==> config.mk <==
export PLATFORM = sky130hd
export DESIGN_NAME = fpk_frame_packer
export DESIGN_NICKNAME = d
export VERILOG_FILES = /design/src/rtl/fpk_pkg.sv /design/src/rtl/fpk_word_fifo.sv /design/src/rtl/fpk_len_queue.sv /design/src/rtl/fpk_sizer.sv /design/src/rtl/fpk_trigger.sv /design/src/rtl/fpk_frame_packer.sv
export SDC_FILE = /design/constraint.sdc
export NUM_CORES = 1
export LEC_CHECK = 0
export BUFFER_PORTS_ARGS = -buffer_cell sky130_fd_sc_hd__buf_2
export CAP_MARGIN = 20
export CORE_UTILIZATION = 44
export CTS_BUF_LIST = sky130_fd_sc_hd__clkbuf_16
export DETAILED_ROUTE_END_ITERATION = 10
export HOLD_SLACK_MARGIN = 0.1
export RECOVER_POWER = 25
export SYNTH_ARGS = -nofsm -noshare
export SYNTH_HDL_FRONTEND = slang
export SYNTH_SLANG_ARGS = --single-unit
export TNS_END_PERCENT = 50
==> constraint.sdc <==
create_clock -name clk -period 19 [get_ports clk]
set_input_delay 3.8 -clock clk [delete_from_list [all_inputs] [get_ports clk]]
set_output_delay 3.8 -clock clk [all_outputs]
set_load 0.02 [all_outputs]
==> src/rtl/fpk_pkg.sv <==
package fpk_pkg;
  typedef enum logic {
    FPK_IDLE = 1'b0,
    FPK_SEND = 1'b1
  } fpk_state_e;
endpackage

==> src/rtl/fpk_word_fifo.sv <==
module fpk_word_fifo #(
  parameter int W     = 16,
  parameter int DEPTH = 32
) (
  input  logic                       clk,
  input  logic                       rst_n,
  input  logic                       push,
  input  logic [W-1:0]               push_data,
  input  logic                       pop,
  output logic [W-1:0]               head_data,
  output logic [$clog2(DEPTH+1)-1:0] count
);
  localparam int AW = $clog2(DEPTH);
  localparam int CW = $clog2(DEPTH+1);

  logic [W-1:0]  mem [DEPTH];
  logic [AW-1:0] wr_ptr, rd_ptr;

  always_ff @(posedge clk) begin
    if (push) mem[wr_ptr] <= push_data;
  end

  always_ff @(posedge clk) begin
    if (!rst_n) begin
      wr_ptr <= '0;
      rd_ptr <= '0;
      count  <= '0;
    end else begin
      if (push) wr_ptr <= (wr_ptr == AW'(DEPTH-1)) ? '0 : wr_ptr + 1'b1;
      if (pop)  rd_ptr <= (rd_ptr == AW'(DEPTH-1)) ? '0 : rd_ptr + 1'b1;
      count <= count + CW'(push) - CW'(pop);
    end
  end

  assign head_data = mem[rd_ptr];
endmodule

==> src/rtl/fpk_len_queue.sv <==
module fpk_len_queue #(
  parameter int LW = 5,
  parameter int N  = 8
) (
  input  logic                   clk,
  input  logic                   rst_n,
  input  logic                   push,
  input  logic [LW-1:0]          push_len,
  input  logic [$clog2(N+1)-1:0] pop_n,
  output logic [$clog2(N+1)-1:0] count,
  output logic [N-1:0][LW-1:0]   peek
);
  localparam int PW = $clog2(N);
  localparam int NW = $clog2(N+1);

  logic [LW-1:0] mem [N];
  logic [PW-1:0] wr_ptr, rd_ptr, rd_next;
  int            rd_sum;
  int            idx;

  always_comb begin
    rd_sum = int'(rd_ptr) + int'(pop_n);
    if (rd_sum >= N) rd_sum = rd_sum - N;
    rd_next = PW'(rd_sum);
  end

  always_comb begin
    idx = 0;
    for (int i = 0; i < N; i++) begin
      idx = int'(rd_ptr) + i;
      if (idx >= N) idx = idx - N;
      peek[i] = mem[PW'(idx)];
    end
  end

  always_ff @(posedge clk) begin
    if (push) mem[wr_ptr] <= push_len;
  end

  always_ff @(posedge clk) begin
    if (!rst_n) begin
      wr_ptr <= '0;
      rd_ptr <= '0;
      count  <= '0;
    end else begin
      if (push) wr_ptr <= (wr_ptr == PW'(N-1)) ? '0 : wr_ptr + 1'b1;
      rd_ptr <= rd_next;
      count  <= count + NW'(push) - pop_n;
    end
  end
endmodule

==> src/rtl/fpk_sizer.sv <==
module fpk_sizer #(
  parameter int LW        = 5,
  parameter int N         = 8,
  parameter int CW        = 6,
  parameter int MAX_WORDS = 16
) (
  input  logic [N-1:0][LW-1:0]   peek,
  input  logic [$clog2(N+1)-1:0] count,
  output logic [CW-1:0]          frame_len,
  output logic [$clog2(N+1)-1:0] nblk
);
  localparam int NW = $clog2(N+1);
  localparam int SW = $clog2(2*MAX_WORDS+1);

  logic [SW-1:0] acc;
  logic [NW-1:0] nb;
  logic          stop;

  always_comb begin
    acc  = '0;
    nb   = '0;
    stop = 1'b0;
    for (int i = 0; i < N; i++) begin
      if (!stop && (NW'(i) < count) &&
          ((acc + SW'(peek[i])) <= SW'(MAX_WORDS))) begin
        acc = acc + SW'(peek[i]);
        nb  = nb + 1'b1;
      end else begin
        stop = 1'b1;
      end
    end
    frame_len = CW'(acc);
    nblk      = nb;
  end
endmodule

==> src/rtl/fpk_trigger.sv <==
module fpk_trigger #(
  parameter int CW        = 6,
  parameter int TIMEOUT   = 20,
  parameter int THRESH    = 12,
  parameter int MAX_WORDS = 16
) (
  input  logic          clk,
  input  logic          rst_n,
  input  logic          is_idle,
  input  logic          flush,
  input  logic          accept,
  input  logic [CW-1:0] pending,
  output logic          start
);
  localparam int TW = $clog2(TIMEOUT+1);

  logic [TW-1:0] idle_cnt;
  logic          flush_mem;
  logic          expired;
  logic          have_data;

  assign have_data = (pending != '0);
  assign expired   = (idle_cnt == TW'(TIMEOUT));
  assign start = is_idle && have_data &&
                 (flush || flush_mem || expired ||
                  (int'(pending) > THRESH) || (int'(pending) >= MAX_WORDS));

  always_ff @(posedge clk) begin
    if (!rst_n) begin
      idle_cnt  <= '0;
      flush_mem <= 1'b0;
    end else begin
      if (start || accept || !have_data) idle_cnt <= '0;
      else if (!expired)                 idle_cnt <= idle_cnt + 1'b1;

      if (start)                      flush_mem <= 1'b0;
      else if (is_idle && !have_data) flush_mem <= 1'b0;
      else                            flush_mem <= flush_mem | flush;
    end
  end
endmodule

==> src/rtl/fpk_frame_packer.sv <==
module fpk_frame_packer #(
  parameter int W          = 16,
  parameter int DEPTH      = 32,
  parameter int MAX_WORDS  = 16,
  parameter int THRESH     = 12,
  parameter int TIMEOUT    = 20,
  parameter int MAX_BLOCKS = 8,
  parameter int SEQ_W      = 15
) (
  input  logic             clk,
  input  logic             rst_n,
  input  logic             in_valid,
  output logic             in_ready,
  input  logic [W-1:0]     in_data,
  input  logic             in_last,
  input  logic             flush_pulse,
  output logic             out_valid,
  input  logic             out_ready,
  output logic [W-1:0]     out_data,
  output logic             out_sof,
  output logic             out_eof,
  output logic [SEQ_W-1:0] out_seq
);
  import fpk_pkg::*;

  localparam int CW = $clog2(DEPTH+1);
  localparam int LW = $clog2(MAX_WORDS+1);
  localparam int NW = $clog2(MAX_BLOCKS+1);

  fpk_state_e                 state;
  logic [CW-1:0]              fifo_cnt;
  logic [CW-1:0]              pending;
  logic [LW-1:0]              open_cnt, close_len;
  logic [CW-1:0]              flen, sent;
  logic [CW-1:0]              frame_len;
  logic [NW-1:0]              nblk, blk_cnt;
  logic [MAX_BLOCKS-1:0][LW-1:0] peek;
  logic [SEQ_W-1:0]           seq;
  logic                       accept, close, start, pop;
  int                         free_slots;

  assign free_slots = DEPTH - int'(fifo_cnt);
  assign in_ready   = (int'(blk_cnt) != MAX_BLOCKS) &&
                      ((state == FPK_IDLE) ? (free_slots >= 1)
                                           : (free_slots >= MAX_WORDS));
  assign accept     = in_valid && in_ready;
  assign close      = accept && (in_last || (open_cnt == LW'(MAX_WORDS-1)));
  assign close_len  = open_cnt + 1'b1;
  assign pop        = out_valid && out_ready;

  fpk_word_fifo #(.W(W), .DEPTH(DEPTH)) words_i (
    .clk       (clk),
    .rst_n     (rst_n),
    .push      (accept),
    .push_data (in_data),
    .pop       (pop),
    .head_data (out_data),
    .count     (fifo_cnt)
  );

  fpk_len_queue #(.LW(LW), .N(MAX_BLOCKS)) lens_i (
    .clk      (clk),
    .rst_n    (rst_n),
    .push     (close),
    .push_len (close_len),
    .pop_n    (start ? nblk : NW'(0)),
    .count    (blk_cnt),
    .peek     (peek)
  );

  fpk_sizer #(.LW(LW), .N(MAX_BLOCKS), .CW(CW), .MAX_WORDS(MAX_WORDS)) sizer_i (
    .peek      (peek),
    .count     (blk_cnt),
    .frame_len (frame_len),
    .nblk      (nblk)
  );

  fpk_trigger #(.CW(CW), .TIMEOUT(TIMEOUT), .THRESH(THRESH),
                .MAX_WORDS(MAX_WORDS)) trig_i (
    .clk     (clk),
    .rst_n   (rst_n),
    .is_idle (state == FPK_IDLE),
    .flush   (flush_pulse),
    .accept  (accept),
    .pending (pending),
    .start   (start)
  );

  always_ff @(posedge clk) begin
    if (!rst_n) begin
      open_cnt <= '0;
      pending  <= '0;
    end else begin
      if (accept) open_cnt <= close ? '0 : open_cnt + 1'b1;
      pending <= pending + (close ? CW'(close_len) : CW'(0))
                         - (start ? frame_len : CW'(0));
    end
  end

  always_ff @(posedge clk) begin
    if (!rst_n) begin
      state <= FPK_IDLE;
      flen  <= '0;
      sent  <= '0;
      seq   <= '0;
    end else begin
      case (state)
        FPK_IDLE: if (start) begin
          state <= FPK_SEND;
          flen  <= frame_len;
          sent  <= '0;
        end
        FPK_SEND: if (pop) begin
          if (sent == flen - 1'b1) begin
            state <= FPK_IDLE;
            seq   <= seq + 1'b1;
          end else begin
            sent <= sent + 1'b1;
          end
        end
        default: state <= FPK_IDLE;
      endcase
    end
  end

  assign out_valid = (state == FPK_SEND);
  assign out_sof   = (sent == '0);
  assign out_eof   = (sent == flen - 1'b1);
  assign out_seq   = seq;
endmodule

# After elaboration in Yosys (flattened, before gate mapping)
# Memory sizes are Yosys's and may differ from the RTL's. A register that Yosys moved wholly into a read port is not among the register bits.
# Index checks and enable logic that the tools add are counted.
dict set report totals {
  ramBits 552
  output_inout_bits 35
  latchBits 0
  input_bits 22
  mem_count 2
  reg_bits 71
  romBits 0
}
dict set report op_classes {
  n_eq_ne 10
  bitwise 3
  div 0
  magnitude_cmp 29
  n_reduce_logical 43
  n_mux 54
  shift 0
  n_mul 0
  n_addsub 46
}
# name words word_bits read_ports rd_clocked_by_memory_dff wr line_no
set memory_table {}
lappend memory_table {words_i.mem 32 16 1 1 1 fpk_word_fifo.sv:16} ;# logic [W-1:0] mem [DEPTH];
lappend memory_table {lens_i.mem 8 5 8 0 1 fpk_len_queue.sv:16} ;# logic [LW-1:0] mem [N];
# operator n
set ops {}
lappend ops {{$mux 6} 11}
lappend ops {{$add 6x5->6} 8}
lappend ops {{$le 6x5->1 const B} 7}
lappend ops {{$mux 5} 7}
lappend ops {{$mux 4} 8}
lappend ops {{$mux 3} 10}
lappend ops {{$add 4x1->4 const B} 7}
lappend ops {{$ge 4x4->1 const B} 7}
lappend ops {{$sub 3x1->3 const B} 9}
lappend ops {{$logic_and 1x1->1} 22}
lappend ops {{$add 5x1->5 const B} 4}
lappend ops {{$add 3x3->4 const B} 4}
lappend ops {{$lt 3x4->1 const A} 4}
lappend ops {{$mux 1} 16}
lappend ops {{$add 15x1->15 const B} 1}
lappend ops {{$eq 5x5->1 const B} 3}
lappend ops {{$pmux 6 s2} 1}
lappend ops {{$add 3x2->4 const B} 2}
lappend ops {{$lt 1x4->1 const A} 2}
lappend ops {{$lt 2x4->1 const A} 2}
lappend ops {{$ge 7x2->1 const B} 1}
lappend ops {{$ge 7x6->1 const B} 1}
lappend ops {{$logic_not 1->1} 7}
lappend ops {{$logic_or 1x1->1} 7}
lappend ops {{31 further kinds} 34}

# Longest topological paths before layout
# Gate-level depths: netlist of run 1.
# An unclocked memory read counts as a cell.
dict set report depth {
  ltp_word 38
  ltp_mapped 96
  ltp_nobuf 91
}

# Modules after synthesis
# Synthesis of run 1 repeated with hierarchy kept, for this count alone.
dict set report hier_totals {
  hier_cells 2059
  area_unflattened_um2 29697.2
}
# module instances area_per_inst_um2 seq_area_each_um2 cells_each
set by_module_without_submodules {}
lappend by_module_without_submodules {fpk_word_fifo 1 20723.6 15795.1 1072}
lappend by_module_without_submodules {fpk_len_queue 1 3306.9 1401.3 268}
lappend by_module_without_submodules {fpk_sizer 1 2819.0 0.0 380}
lappend by_module_without_submodules {fpk_frame_packer 1 2494.9 780.7 306}
lappend by_module_without_submodules {fpk_trigger 1 352.8 120.1 33}

# Least setup slack after synthesis of run 1
# No wires, ideal clock.
dict set report synth_timing {
  path_type {register to register}
  startpoint {register lens_i.rd_ptr[0]}
  endpoint {register pending[5]}
  required_ps 18885
  arrival_time_ps 19127
  stages_incl_launch_ff 87
  setup_ps 115
  setup_slack_ps -242
  cell_sequence {dfxtp_1 -> buf_2 -> buf_1 -> buf_1 -> inv_1 -> ha_1 -> buf_6 -> mux4_2 -> mux2i_1 -> nor4_1 -> inv_1 -> o21a_1 -> ha_1 -> inv_1 -> o41a_1 -> a22oi_1 -> o2111ai_1 -> a311oi_2 -> [... 51 more ...] -> inv_1 -> fa_1 -> xor2_1 -> nand3b_1 -> o211ai_1 -> nand2_1 -> mux2i_1 -> a21oi_1 -> nor3b_1 -> fa_1 -> inv_1 -> ha_1 -> a21o_1 -> a21oi_1 -> o21bai_1 -> a21oi_1 -> xnor2_1 -> and2_1}
}
dict set report synth_between {
  elab_chain_len 36
  elab_cells_between_ends 85
}
# item line_no
set synth_lines {}
lappend synth_lines {{start: declaration} fpk_len_queue.sv:17} ;# logic [PW-1:0] wr_ptr, rd_ptr, rd_next;
lappend synth_lines {{start signal: assignment} fpk_len_queue.sv:47} ;# rd_ptr <= rd_next;
lappend synth_lines {{$ge 3x4->1 or $sub 3x1->3 (tied branches)} fpk_len_queue.sv:31} ;# if (idx >= N) idx = idx - N;
lappend synth_lines {{$mux 3} fpk_len_queue.sv:31}
lappend synth_lines {{$mem_v2 8x5 *} --}
lappend synth_lines {{$le 5x5->1} fpk_sizer.sv:25} ;# ((acc + SW'(peek[i])) <= SW'(MAX_WORDS))) begin
lappend synth_lines {{$logic_and 1x1->1} fpk_sizer.sv:24} ;# if (!stop && (NW'(i) < count) &&
lappend synth_lines {{$mux 5} fpk_sizer.sv:24}
lappend synth_lines {{$add 6x5->6} {fpk_sizer.sv:25, fpk_sizer.sv:26}}
lappend synth_lines {{$le 6x5->1} fpk_sizer.sv:25}
lappend synth_lines {{[... 20 more ...]} --}
lappend synth_lines {{$logic_and 1x1->1} fpk_sizer.sv:24}
lappend synth_lines {{$mux 6 or $mux 1 (tied branches)} fpk_sizer.sv:24}
lappend synth_lines {{$add 6x5->6 or $logic_not 1->1 (tied branches)} {fpk_sizer.sv:25, fpk_sizer.sv:26, fpk_sizer.sv:24}}
lappend synth_lines {{$le 6x5->1 or $logic_and 1x1->1 (tied branches)} {fpk_sizer.sv:25, fpk_sizer.sv:24}}
lappend synth_lines {{$logic_and 1x1->1} fpk_sizer.sv:24}
lappend synth_lines {{$mux 6 *} fpk_sizer.sv:24}
lappend synth_lines {{$mux 6 *} fpk_frame_packer.sv:96} ;# - (start ? frame_len : CW'(0));
lappend synth_lines {{$sub 6x6->6 *} fpk_frame_packer.sv:96}
lappend synth_lines {{end signal: assignment} fpk_frame_packer.sv:95} ;# pending <= pending + (close ? CW'(close_len) : CW'(0))
lappend synth_lines {{end: declaration} fpk_frame_packer.sv:32} ;# logic [CW-1:0] pending;
# Every way passes the cells marked *; elsewhere a longest branch is shown, timed or not.
# A chain may end at the register's enable or synchronous reset.

# Final worst setup path of run 1
dict set report layout_timing {
  startpoint {register lens_i.rd_ptr[1]}
  endpoint {register pending[5]}
}
# Same word-level chain as after synthesis.

==> results of run 1 <==
synth_stat cells (4+ instances only):
cell type and number:
xnor2_1 47, ha_1 86, buf_1 22, a211oi_1 11, inv_1 73, nor3b_1 8, o211ai_1 5, or3_1 16
nand4_1 6, nor4b_1 4, o21ai_1 5, a21boi_0 11, and2_1 26, nand2b_1 13, nor3_1 24, o21a_1 16
o31ai_1 4, or2_2 4, xor2_1 22, o21bai_1 5, nand2_1 148, a21o_1 7, a221oi_1 5, nor4_1 12
a31oi_1 13, fa_1 14, nor2_1 127, or3b_2 4, nand3b_1 7, dfxtp_1 76, mux2i_1 22, and3_1 16
o21ai_0 42, nor2b_1 17, clkbuf_1 44, o2111ai_1 6, nand3_1 25, edfxtp_1 552, mux4_2 193, mux2_2 43
a21oi_1 55
power groups by stage:
stage,registers (mW),logic (mW),clock network [mW]
floorplan,1.62,1.46,0
global placement,1.64,1.97,0
detailed placement,1.64,1.98,0
CTS,1.61,2.01,1.27
global route,1.62,2.37,1.32
finish,1.61,2.18,1.24
state kept, by name (all words and copies together) (netlist names), 4 cells and up, named ones only:
register and flops:
flen 6, lens_i.count 4, sent 6, trig_i.idle_cnt 5, words_i.count 6, words_i.wr_ptr 5, pending 6, words_i.mem 512
out_seq 15, open_cnt 5, lens_i.mem 40, words_i.rd_ptr 5
repair_timing:
item,CTS,global route
endpoints found under the setup margin,4,13
endpoints found under the hold margin,0,0
gates resized for setup,4,51
pin swaps,1,15
cloned,0,1
buffers inserted,0,16
cells in the final DEF (no fill, tap or decap), types with 7 or more instances in the layout:
| master | instances |
|---|---|
| edfxtp_1 | 552 |
| mux4_2 | 193 |
| nand2_1 | 147 |
| nor2_1 | 94 |
| inv_1 | 84 |
| ha_1 | 81 |
| buf_4 | 77 |
| dfxtp_1 | 70 |
| clkbuf_16 | 70 |
| a21oi_1 | 50 |
| buf_2 | 46 |
| xnor2_1 | 45 |
| mux2_2 | 43 |
| o21ai_0 | 35 |
| nor2_2 | 33 |
| and2_1 | 26 |
| nand3_1 | 25 |
| nor3_1 | 23 |
| mux2i_1 | 22 |
| clkinv_1 | 21 |
| xor2_1 | 20 |
| nor2b_1 | 16 |
| and3_1 | 16 |
| or3_1 | 16 |
| o21a_1 | 16 |
| nand2b_1 | 13 |
| a31oi_1 | 12 |
| fa_1 | 12 |
| a21boi_0 | 11 |
| clkbuf_1 | 11 |
| nor4_1 | 10 |
| o21ai_1 | 9 |
| clkinv_2 | 9 |
| nand3b_1 | 7 |
| a21o_1 | 7 |
worst register-to-register path, delay by kind of cell, from the launching register on:
kind	cells	cell delay (ns)
AO/OA/AOI/OAI	27	6.06
XOR/XNOR	3	0.45
adder cells (fa/ha/maj)	13	4.72
buffers and inverters	10	1.43
flip-flops	1	0.39
multiplexers	6	1.61
AND/OR/NAND/NOR	21	3.43
metal layers:
layer  up-vias  track usage [%]  wire length (µm)
met4         0             4.22               976
met3        80             4.84              4690
met1      9108             31.1             33200
met2       511             33.9             34600
li1       7812                -                 -
met5         -                0                 0
worst max path at each step:
stage	end	slack, ns	cells after the start
finish	pending[5]$_SDFF_PN0_	0.83	80
detailed placement	pending[5]$_SDFF_PN0_	-0.25	89
CTS	pending[5]$_SDFF_PN0_	0.02	87
global route	pending[5]$_SDFF_PN0_	-0.11	88
floorplan	pending[5]$_SDFF_PN0_	0.23	86
global placement	pending[5]$_SDFF_PN0_	0.23	90
area by class of cell:
cell class | count | share of cell area [%]
timing repair buffer | 140 | 2.87
clock buffer | 69 | 5.10
inverter | 75 | 0.832
clock inverter | 50 | 1.06
multi-input combinational | 1138 | 33.4
antenna | 1 | 0.00740
sequential | 628 | 53.5
tap | 864 | 3.19
kinds of logic (layout without fill, tap and decap cells):
| group | count (synthesis) | after routing | share of synthesized area, % |
|---|---|---|---|
| flip-flops | 628 | 628 | 60.9 |
| buffers and inverters | 148 | 334 | 2.03 |
| AO/OA/AOI/OAI | 238 | 238 | 5.68 |
| multiplexers | 260 | 260 | 17.1 |
| AND/OR/NAND/NOR | 471 | 471 | 7.71 |
| XOR/XNOR | 69 | 69 | 2.03 |
| adder cells (fa/ha/maj) | 100 | 100 | 4.56 |
| other | 0 | 1 | 0 |
through the flow:
stage / util (%) / hold WS [ns] / area (µm²) / setup TNS, ns / power [mW]
3_3_place_gp: 47.2 / 0.472 / 31300 / 0 / 3.61
6_report: 51.0 / 0.491 / 33800 / 0 / 5.03
3_5_place_dp: 47.3 / 0.487 / 31400 / -0.492 / 3.62
5_1_grt: 51.0 / 0.531 / 33800 / -0.241 / 5.31
4_1_cts: 50.5 / 0.495 / 33500 / 0 / 4.89
2_1_floorplan: - / 0.458 / 29700 / 0 / 3.08
==> impl_metrics.tcl, run 1 <==
set metrics [dict create \
    status "finished, final reports clean" \
    grt_pass1_wl_mm 109 \
    critPathArrivalTime_ns 18.65 \
    std_cell_rows 94 \
    min_period_over_period_pct 95.6 \
    drtIter0Drc 1401 \
    dp_hpwl_mm 47.3 \
    track_usage_pct 21.6 \
    grt_overflow 0 \
    dieHeight_um 262 \
    cts.clk_slew.worst_paths_ns 0.05 \
    postCtsHoldBufs 0 \
    critical_path_class "reg2reg" \
    clkLatencyLatePin_ns 0.60 \
    tightest_slew_ns 1.39 \
    min_path_type "reg2reg" \
    finalSetupViolCount 0 \
    syn-num-nets 2036 \
    p_int_mw 3.19 \
    grt_max_degree 56 \
    cp_slowest_cell "o21ai_0" \
    finalNetCount 2173 \
    final_cells 2965 \
    syn_to_final_growth_pct 13.9 \
    synth_top_cell_area_share_pct 55.8 \
    p_per_area_mw_per_mm2 149 \
    vias 17511 \
    nFillCells 5529 \
    tritoncts "done" \
    finalHoldViolCount 0 \
    antenna_found_initial 2 \
    p_seq_share_pct 32.1 \
    synth_seq_cells 628 \
    reg2reg_slack_ns 0.83 \
    routed_wl_mm 73.5 \
    period_needed_ns 18.17 \
    ff2ff_path_depth 80 \
    die_w_um 262 \
    htree_levels 3 \
    multi_input_area_mm2 0.0113 \
    synthTopCellsByArea "edfxtp_1 56%, mux4_2 15%, dfxtp_1 5.1%" \
    synth.yosys.warnings 0 \
    min-delay-start "open_cnt[1]$_SDFFE_PN0P_" \
    drive_above_1_share_pct 26.9 \
    cpLargestDelayFamily "compound AO/OA/AOI/OAI gates" \
    via_per_inst 5.91 \
    hold_depth 2 \
    worstReg2RegEnd "pending[5]$_SDFF_PN0_" \
    synth_top_area_cell "edfxtp_1" \
    crit_buf_inv 10 \
    comb_power_share_pct 43.3 \
    start_kind "register" \
    cts_sinks 628 \
    switchingPower_mw 1.84 \
    placedCellCount 2827 \
    postRouteAntennaNets 0 \
    clockBufferDepth 3 \
    post-place-ws_ns -0.255 \
    crit_top_cell "nand2_1" \
    synth_area_mm2 0.0297 \
    wire_per_inst_um 24.8 \
    netlist_instances 1914 \
    ys.flop_type "edfxtp_1" \
    first_pass_iters 5 \
    ys_seq_area_share_pct 60.9 \
    io_pins 57 \
    swShare_pct 36.6 \
    power.leakage_nw 11.2 \
    rr_startpoint "lens_i.rd_ptr[1]$_SDFF_PN0_" \
    die_area_mm2 0.0686 \
    seq_area_mm2 0.0181 \
    io_buffers 56 \
    core_area_mm2 0.0663 \
    synth.avg_cell_area_um2 15.5 \
    worst_slack_ns 0.832 \
    grt_pass1_vias 17489 \
    crit_path_start "lens_i.rd_ptr[1]$_SDFF_PN0_" \
    cap_violations 0 \
    crit_fanout 10 \
    synth.distinct_cells 93 \
    whs_endpoint "open_cnt[1]$_SDFFE_PN0P_" \
    synthArstFlopShare_pct 0 \
    start_util_pct 44.8 \
    vdd_drop_max_mv 0.113 \
    cts_root_buf "clkbuf_16" \
    slew_violations 0 \
    gp_congestion 0.885 \
    synth_edf_count 552 \
    drc 0 \
    critPathCaptureType "register" \
    clkPwrFrac_pct 24.6 \
    skew_ns 0.0217 \
    slew_headroom_pct 7.57 \
    fmax_mhz 55.0 \
    critical_path_required_ns 19.49 \
    cts_buffers 68 \
    max_stage_delay_ns 0.61 \
]
No activity file was read; power rests on OpenSTA's default activity.
==> inputs of run 2 (changes only) <==
--- a/config.mk
+++ b/config.mk
@@ -12,6 +12,7 @@
 export DETAILED_ROUTE_END_ITERATION = 10
 export HOLD_SLACK_MARGIN = 0.1
 export RECOVER_POWER = 25
+export REMOVE_ABC_BUFFERS = 1
 export SYNTH_ARGS = -nofsm -noshare
 export SYNTH_HDL_FRONTEND = slang
 export SYNTH_SLANG_ARGS = --single-unit
==> run 2 against run 1 <==
Clock-buffer cell count shrank 2. Final cell count is essentially flat. Hold slack gained 0.0048 ns. Core utilization shrank 0.068 points. Global-route usage shrank 1.0 points. Register-to-register slack lost 0.07 ns. Maximum frequency shrank 0.40%. Largest power group unchanged.
==> impl_metrics.tcl, run 2 (synthesis gave the netlist of run 1 again) <==
set metrics [dict create \
    status "finished, final reports clean" \
    switchingPower_mw 1.82 \
    p_seq_share_pct 32.2 \
    largest_reg_flops 512 \
    finalSetupViolCount 0 \
    seq_area_mm2 0.0181 \
    cp_slowest_cell "or3b_2" \
    grt_pass1_vias 17420 \
    via_per_inst 5.79 \
    fin_util_pct 50.9 \
    comb_power_share_pct 42.9 \
    cap_violations 0 \
    placedInstanceArea_mm2 0.0314 \
    p_per_area_mw_per_mm2 148 \
    wire_per_inst_um 23.5 \
    final_cell_mix "552 x edfxtp_1, 193 x mux4_2, 146 x nand2_1" \
    critPathArrivalTime_ns 18.73 \
    start_kind "register" \
    diodes 0 \
    swShare_pct 36.2 \
    drtIter0Drc 1426 \
    std_cell_rows 94 \
    min_period_over_period_pct 96.0 \
    htree_levels 3 \
    regMostFlops "words_i.mem" \
    p_int_mw 3.20 \
    grt_pass1_wl_mm 105 \
    die_w_um 262 \
    vdd_drop_max_mv 0.161 \
    die_area_mm2 0.0686 \
    tritoncts "done" \
    track_usage_pct 20.6 \
    drc 0 \
    cts.clk_slew.worst_paths_ns 0.06 \
    reg2reg_slack_ns 0.76 \
    cts_root_buf "clkbuf_16" \
    multi_input_area_mm2 0.0113 \
    finalHoldViolCount 0 \
    core_area_mm2 0.0663 \
    skew_ns 0.0196 \
    postRouteAntennaNets 0 \
    clkLatencyLatePin_ns 0.61 \
    critical_path_class "reg2reg" \
    clockBufferDepth 3 \
    clkPwrFrac_pct 25.0 \
    start_util_pct 44.8 \
    power.leakage_nw 11.2 \
    drive_above_1_share_pct 27.1 \
    antenna_found_initial 0 \
    cts_buffers 67 \
    min_path_type "reg2reg" \
    slew_headroom_pct 11.8 \
    critical_path_required_ns 19.49 \
    slew_violations 0 \
    crit_top_cell "buf_4" \
    grt_max_degree 97 \
    cpLargestDelayFamily "simple AND/OR/NAND/NOR gates" \
    grt_overflow 0 \
    crit_buf_inv 14 \
    syn_to_final_growth_pct 13.7 \
    io_pins 57 \
    worstSetupPathDepth 88 \
    ff2ff_path_depth 88 \
    fmax_mhz 54.8 \
    cts_sinks 628 \
    routed_wl_mm 69.8 \
    hold_depth 2 \
    nFillCells 5508 \
    layout_commonest_cell "edfxtp_1" \
    io_buffers 56 \
    first_pass_iters 5 \
    vias 17167 \
    finalNetCount 2170 \
    max_stage_delay_ns 0.50 \
    dieHeight_um 262 \
    period_needed_ns 18.24 \
    dp_hpwl_mm 44.9 \
    crit_fanout 19 \
    gp_congestion 0.920 \
    whs_ns 0.496 \
    postLayoutCellArea_mm2 0.0338 \
    postCtsHoldBufs 0 \
    critPathCaptureType "register" \
    tightest_slew_ns 1.32 \
]
run 2: changes by cell type in the layout (fill, tap and decap cells not counted), sizes merged:
| cell | change |
|---|---|
| buf | -4 |
| bufinv | +1 |
| clkinv | -3 |
| clkinvlp | +2 |
| diode | -1 |
| inv | +4 |
run 2: layout make-up:
| type | count | share of cell area, % |
|---|---|---|
| Clock buffer | 67 | 4.96 |
| Clock inverter | 54 | 1.25 |
| Inverter | 75 | 0.844 |
| Multi-Input combinational cell | 1138 | 33.4 |
| Sequential cell | 628 | 53.6 |
| Tap cell | 864 | 3.20 |
| Timing Repair Buffer | 138 | 2.73 |
run 2: what timing repair did:
action	4_1_cts	5_1_grt
endpoints found under the setup margin	5	13
resized for setup	4	50
gates cloned	0	1
buffers inserted	1	14
pin swaps	1	13
run 2: metrics by stage:
step                      TNS [ns]  setup WS (ns)  cells  power [mW]
after global placement           0          0.224   2826        3.58
after floorplan             -11.18          -1.41   1841        3.08
after CTS                        0         0.0633   2948        4.89
after global routing        -0.569         -0.219   2964        5.31
after detailed placement    -0.678         -0.287   2826        3.60
final                            0          0.760   2964        5.01
run 2: path summary, 6_finish.rpt:
check,start,endpoint
min reg2reg,open_cnt[1]$_SDFFE_PN0P_,open_cnt[1]$_SDFFE_PN0P_
max,lens_i.rd_ptr[1]$_SDFF_PN0_,pending[5]$_SDFF_PN0_
min,open_cnt[1]$_SDFFE_PN0P_,open_cnt[1]$_SDFFE_PN0P_
max reg2reg,lens_i.rd_ptr[1]$_SDFF_PN0_,pending[5]$_SDFF_PN0_
run 2: power by group through the flow:
stage / clock, mW / sequential, mW / combinational (mW)
final: 1.25 / 1.61 / 2.15
after global routing: 1.34 / 1.62 / 2.35
after CTS: 1.28 / 1.61 / 1.99
after detailed placement: 0 / 1.64 / 1.96
after global placement: 0 / 1.64 / 1.94
after floorplan: 0 / 1.66 / 1.41
run 2: worst reg2reg max path: cells and delay by family (launching register included):
kind | cells | cell delay [ns]
muxes | 4 | 1.17
AOI/OAI and AO/OA | 27 | 4.89
DFF | 1 | 0.38
adders and majority gates | 13 | 4.18
buffers and inverters | 14 | 2.05
xor gates and xnor gates | 2 | 0.25
and+or+nand+nor | 28 | 5.21
run 2: layer usage:
metal	GRT usage, %	share of wire, %
met1	26.3	41
met2	35.7	51
met3	2.86	4.3
met4	7.69	3.4
met5	0	0
==> inputs of run 3 (changes only) <==
==> constraint.sdc (replaced) <==
create_clock -name clk -period 23.4 [get_ports clk]
set_input_delay 4.68 -clock clk [delete_from_list [all_inputs] [get_ports clk]]
set_output_delay 4.68 -clock clk [all_outputs]
set_load 0.02 [all_outputs]
==> run 3 against run 2 <==
Sequential share of layout area is 0.48 points higher. Register-to-register slack better by 1.5 ns. Power is 21% lower. Combinational power is 27% lower. Largest cell class unchanged. Hold slack worse by 0.0055 ns. Clock-buffer cell count is 2 higher. Sequential power is 19% lower. Final area is 0.90% lower.
==> impl_metrics.tcl, run 3 (synthesis gave the netlist of run 1 again) <==
set metrics [dict create \
    track_usage_pct 20.8 \
    clkPwrFrac_pct 27.2 \
    wire_per_inst_um 23.9 \
    fin_util_pct 50.5 \
    postRouteAntennaNets 0 \
    via_per_inst 5.83 \
    critical_path_class "reg2reg" \
    io_pins 57 \
    status "finished, final reports clean" \
    p_seq_share_pct 33.2 \
    largest_reg_flops 512 \
    vias 17074 \
    p_per_area_mw_per_mm2 118 \
    drive_above_1_share_pct 24.0 \
    slew_headroom_pct 14.4 \
    slew_violations 0 \
    swShare_pct 35.9 \
    crit_fanout 53 \
    fmax_mhz 47.2 \
    grt_max_degree 105 \
    cts_sinks 628 \
    final_cell_mix "552 x edfxtp_1, 193 x mux4_2, 148 x nand2_1" \
    grt_setup_unrepaired "false" \
    max_stage_delay_ns 0.59 \
    fin_tns_setup_ns 0 \
    power.leakage_nw 11.1 \
    start_util_pct 44.8 \
    p_int_mw 2.54 \
    whs_ns 0.491 \
    drc 0 \
    htree_levels 3 \
    dieHeight_um 262 \
    nFillCells 5533 \
    critPathCaptureType "register" \
    gp_congestion 0.907 \
    crit_top_cell "inv_1" \
    antenna_found_initial 1 \
    comb_power_share_pct 39.5 \
    grt_overflow 0 \
    dp_hpwl_mm 44.8 \
    min_period_over_period_pct 90.5 \
    skew_ns 0.0302 \
    cts_root_buf "clkbuf_16" \
    grt_pass1_wl_mm 106 \
    layout_commonest_cell "edfxtp_1" \
    switchingPower_mw 1.42 \
    tightest_slew_ns 1.28 \
    period_needed_ns 21.18 \
    critPathArrivalTime_ns 21.68 \
    diodes 0 \
    tritoncts "done" \
    die_area_mm2 0.0686 \
    routed_wl_mm 70.0 \
    clockBufferDepth 3 \
    std_cell_rows 94 \
    clkLatencyLatePin_ns 0.63 \
    syn_to_final_growth_pct 12.7 \
    io_buffers 56 \
    finalNetCount 2137 \
    critical_path_required_ns 23.90 \
    min_path_type "reg2reg" \
    finalHoldViolCount 0 \
    post_cts_buffers 0 \
    drtIter0Drc 1369 \
    regMostFlops "words_i.mem" \
    cts_buffers 68 \
    core_area_mm2 0.0663 \
    cp_slowest_cell "fa_1" \
    cts.repair.resized 0 \
    start_kind "register" \
    die_w_um 262 \
    postCtsHoldBufs 0 \
    cap_violations 0 \
    grt_pass1_vias 17628 \
    vdd_drop_max_mv 0.107 \
    first_pass_iters 5 \
    cts.clk_slew.worst_paths_ns 0.06 \
    finalSetupViolCount 0 \
]
run 3: cell types whose count changed in the layout (fill, tap and decap cells not counted), sizes merged:
| cell | change |
|---|---|
| buf | -30 |
| inv | -5 |
| bufinv | +3 |
| clkbuf | -2 |
| clkinv | +1 |
run 3: per-stage QoR:
stage	power (mW)	worst slack (ns)	area, µm²	std cells
final	3.95	2.22	33500	2931
after floorplan	2.50	2.99	29400	1841
after global placement	2.87	3.21	31200	2808
after global routing	4.20	0.437	33500	2931
after CTS	3.98	2.44	33500	2930
after detailed placement	2.89	2.51	31200	2808
run 3: worst paths after layout:
path | from | end | slack (ns) | depth (start not counted)
setup / recovery | lens_i.rd_ptr[0]$_SDFF_PN0_ | pending[5]$_SDFF_PN0_ | 2.22 | 85
hold / removal | open_cnt[1]$_SDFFE_PN0P_ | open_cnt[1]$_SDFFE_PN0P_ | 0.49 | 2
setup reg to reg | lens_i.rd_ptr[0]$_SDFF_PN0_ | pending[5]$_SDFF_PN0_ | 2.22 | 85
hold reg to reg | open_cnt[1]$_SDFFE_PN0P_ | open_cnt[1]$_SDFFE_PN0P_ | 0.49 | 2
run 3: layout make-up:
class | instances | area (µm²) | share of cell area (%)
Sequential cell | 628 | 18100 | 54.1
Timing Repair Buffer | 104 | 661 | 1.97
Tap cell | 864 | 1080 | 3.23
Clock buffer | 69 | 1730 | 5.16
Multi-Input combinational cell | 1138 | 11100 | 33.1
Inverter | 75 | 282 | 0.841
Clock inverter | 53 | 539 | 1.61
run 3: per-layer routing:
layer	vias up	global-route usage (%)	share of wire, %
li1	7733	-	-
met1	8802	26.5	42
met5	-	0	0.019
met2	407	36.5	51
met3	130	2.97	4.1
met4	2	7.03	3.2
run 3: critical path: cells and delay by family (launching register included):
kind | cells | cell delay, ns
buf+inv | 12 | 2.16
compound gates | 34 | 7.99
mux | 5 | 1.95
simple gates | 19 | 3.73
fa+ha+maj | 12 | 4.25
xor+xnor | 3 | 0.62
flops | 1 | 0.32
run 3: power groups by stage:
stage | Clock (mW) | Sequential [mW] | Combinational (mW)
floorplan | 0 | 1.35 | 1.15
global placement | 0 | 1.34 | 1.54
detailed placement | 0 | 1.34 | 1.55
CTS | 1.10 | 1.32 | 1.56
global route | 1.14 | 1.32 | 1.74
finish | 1.08 | 1.31 | 1.56
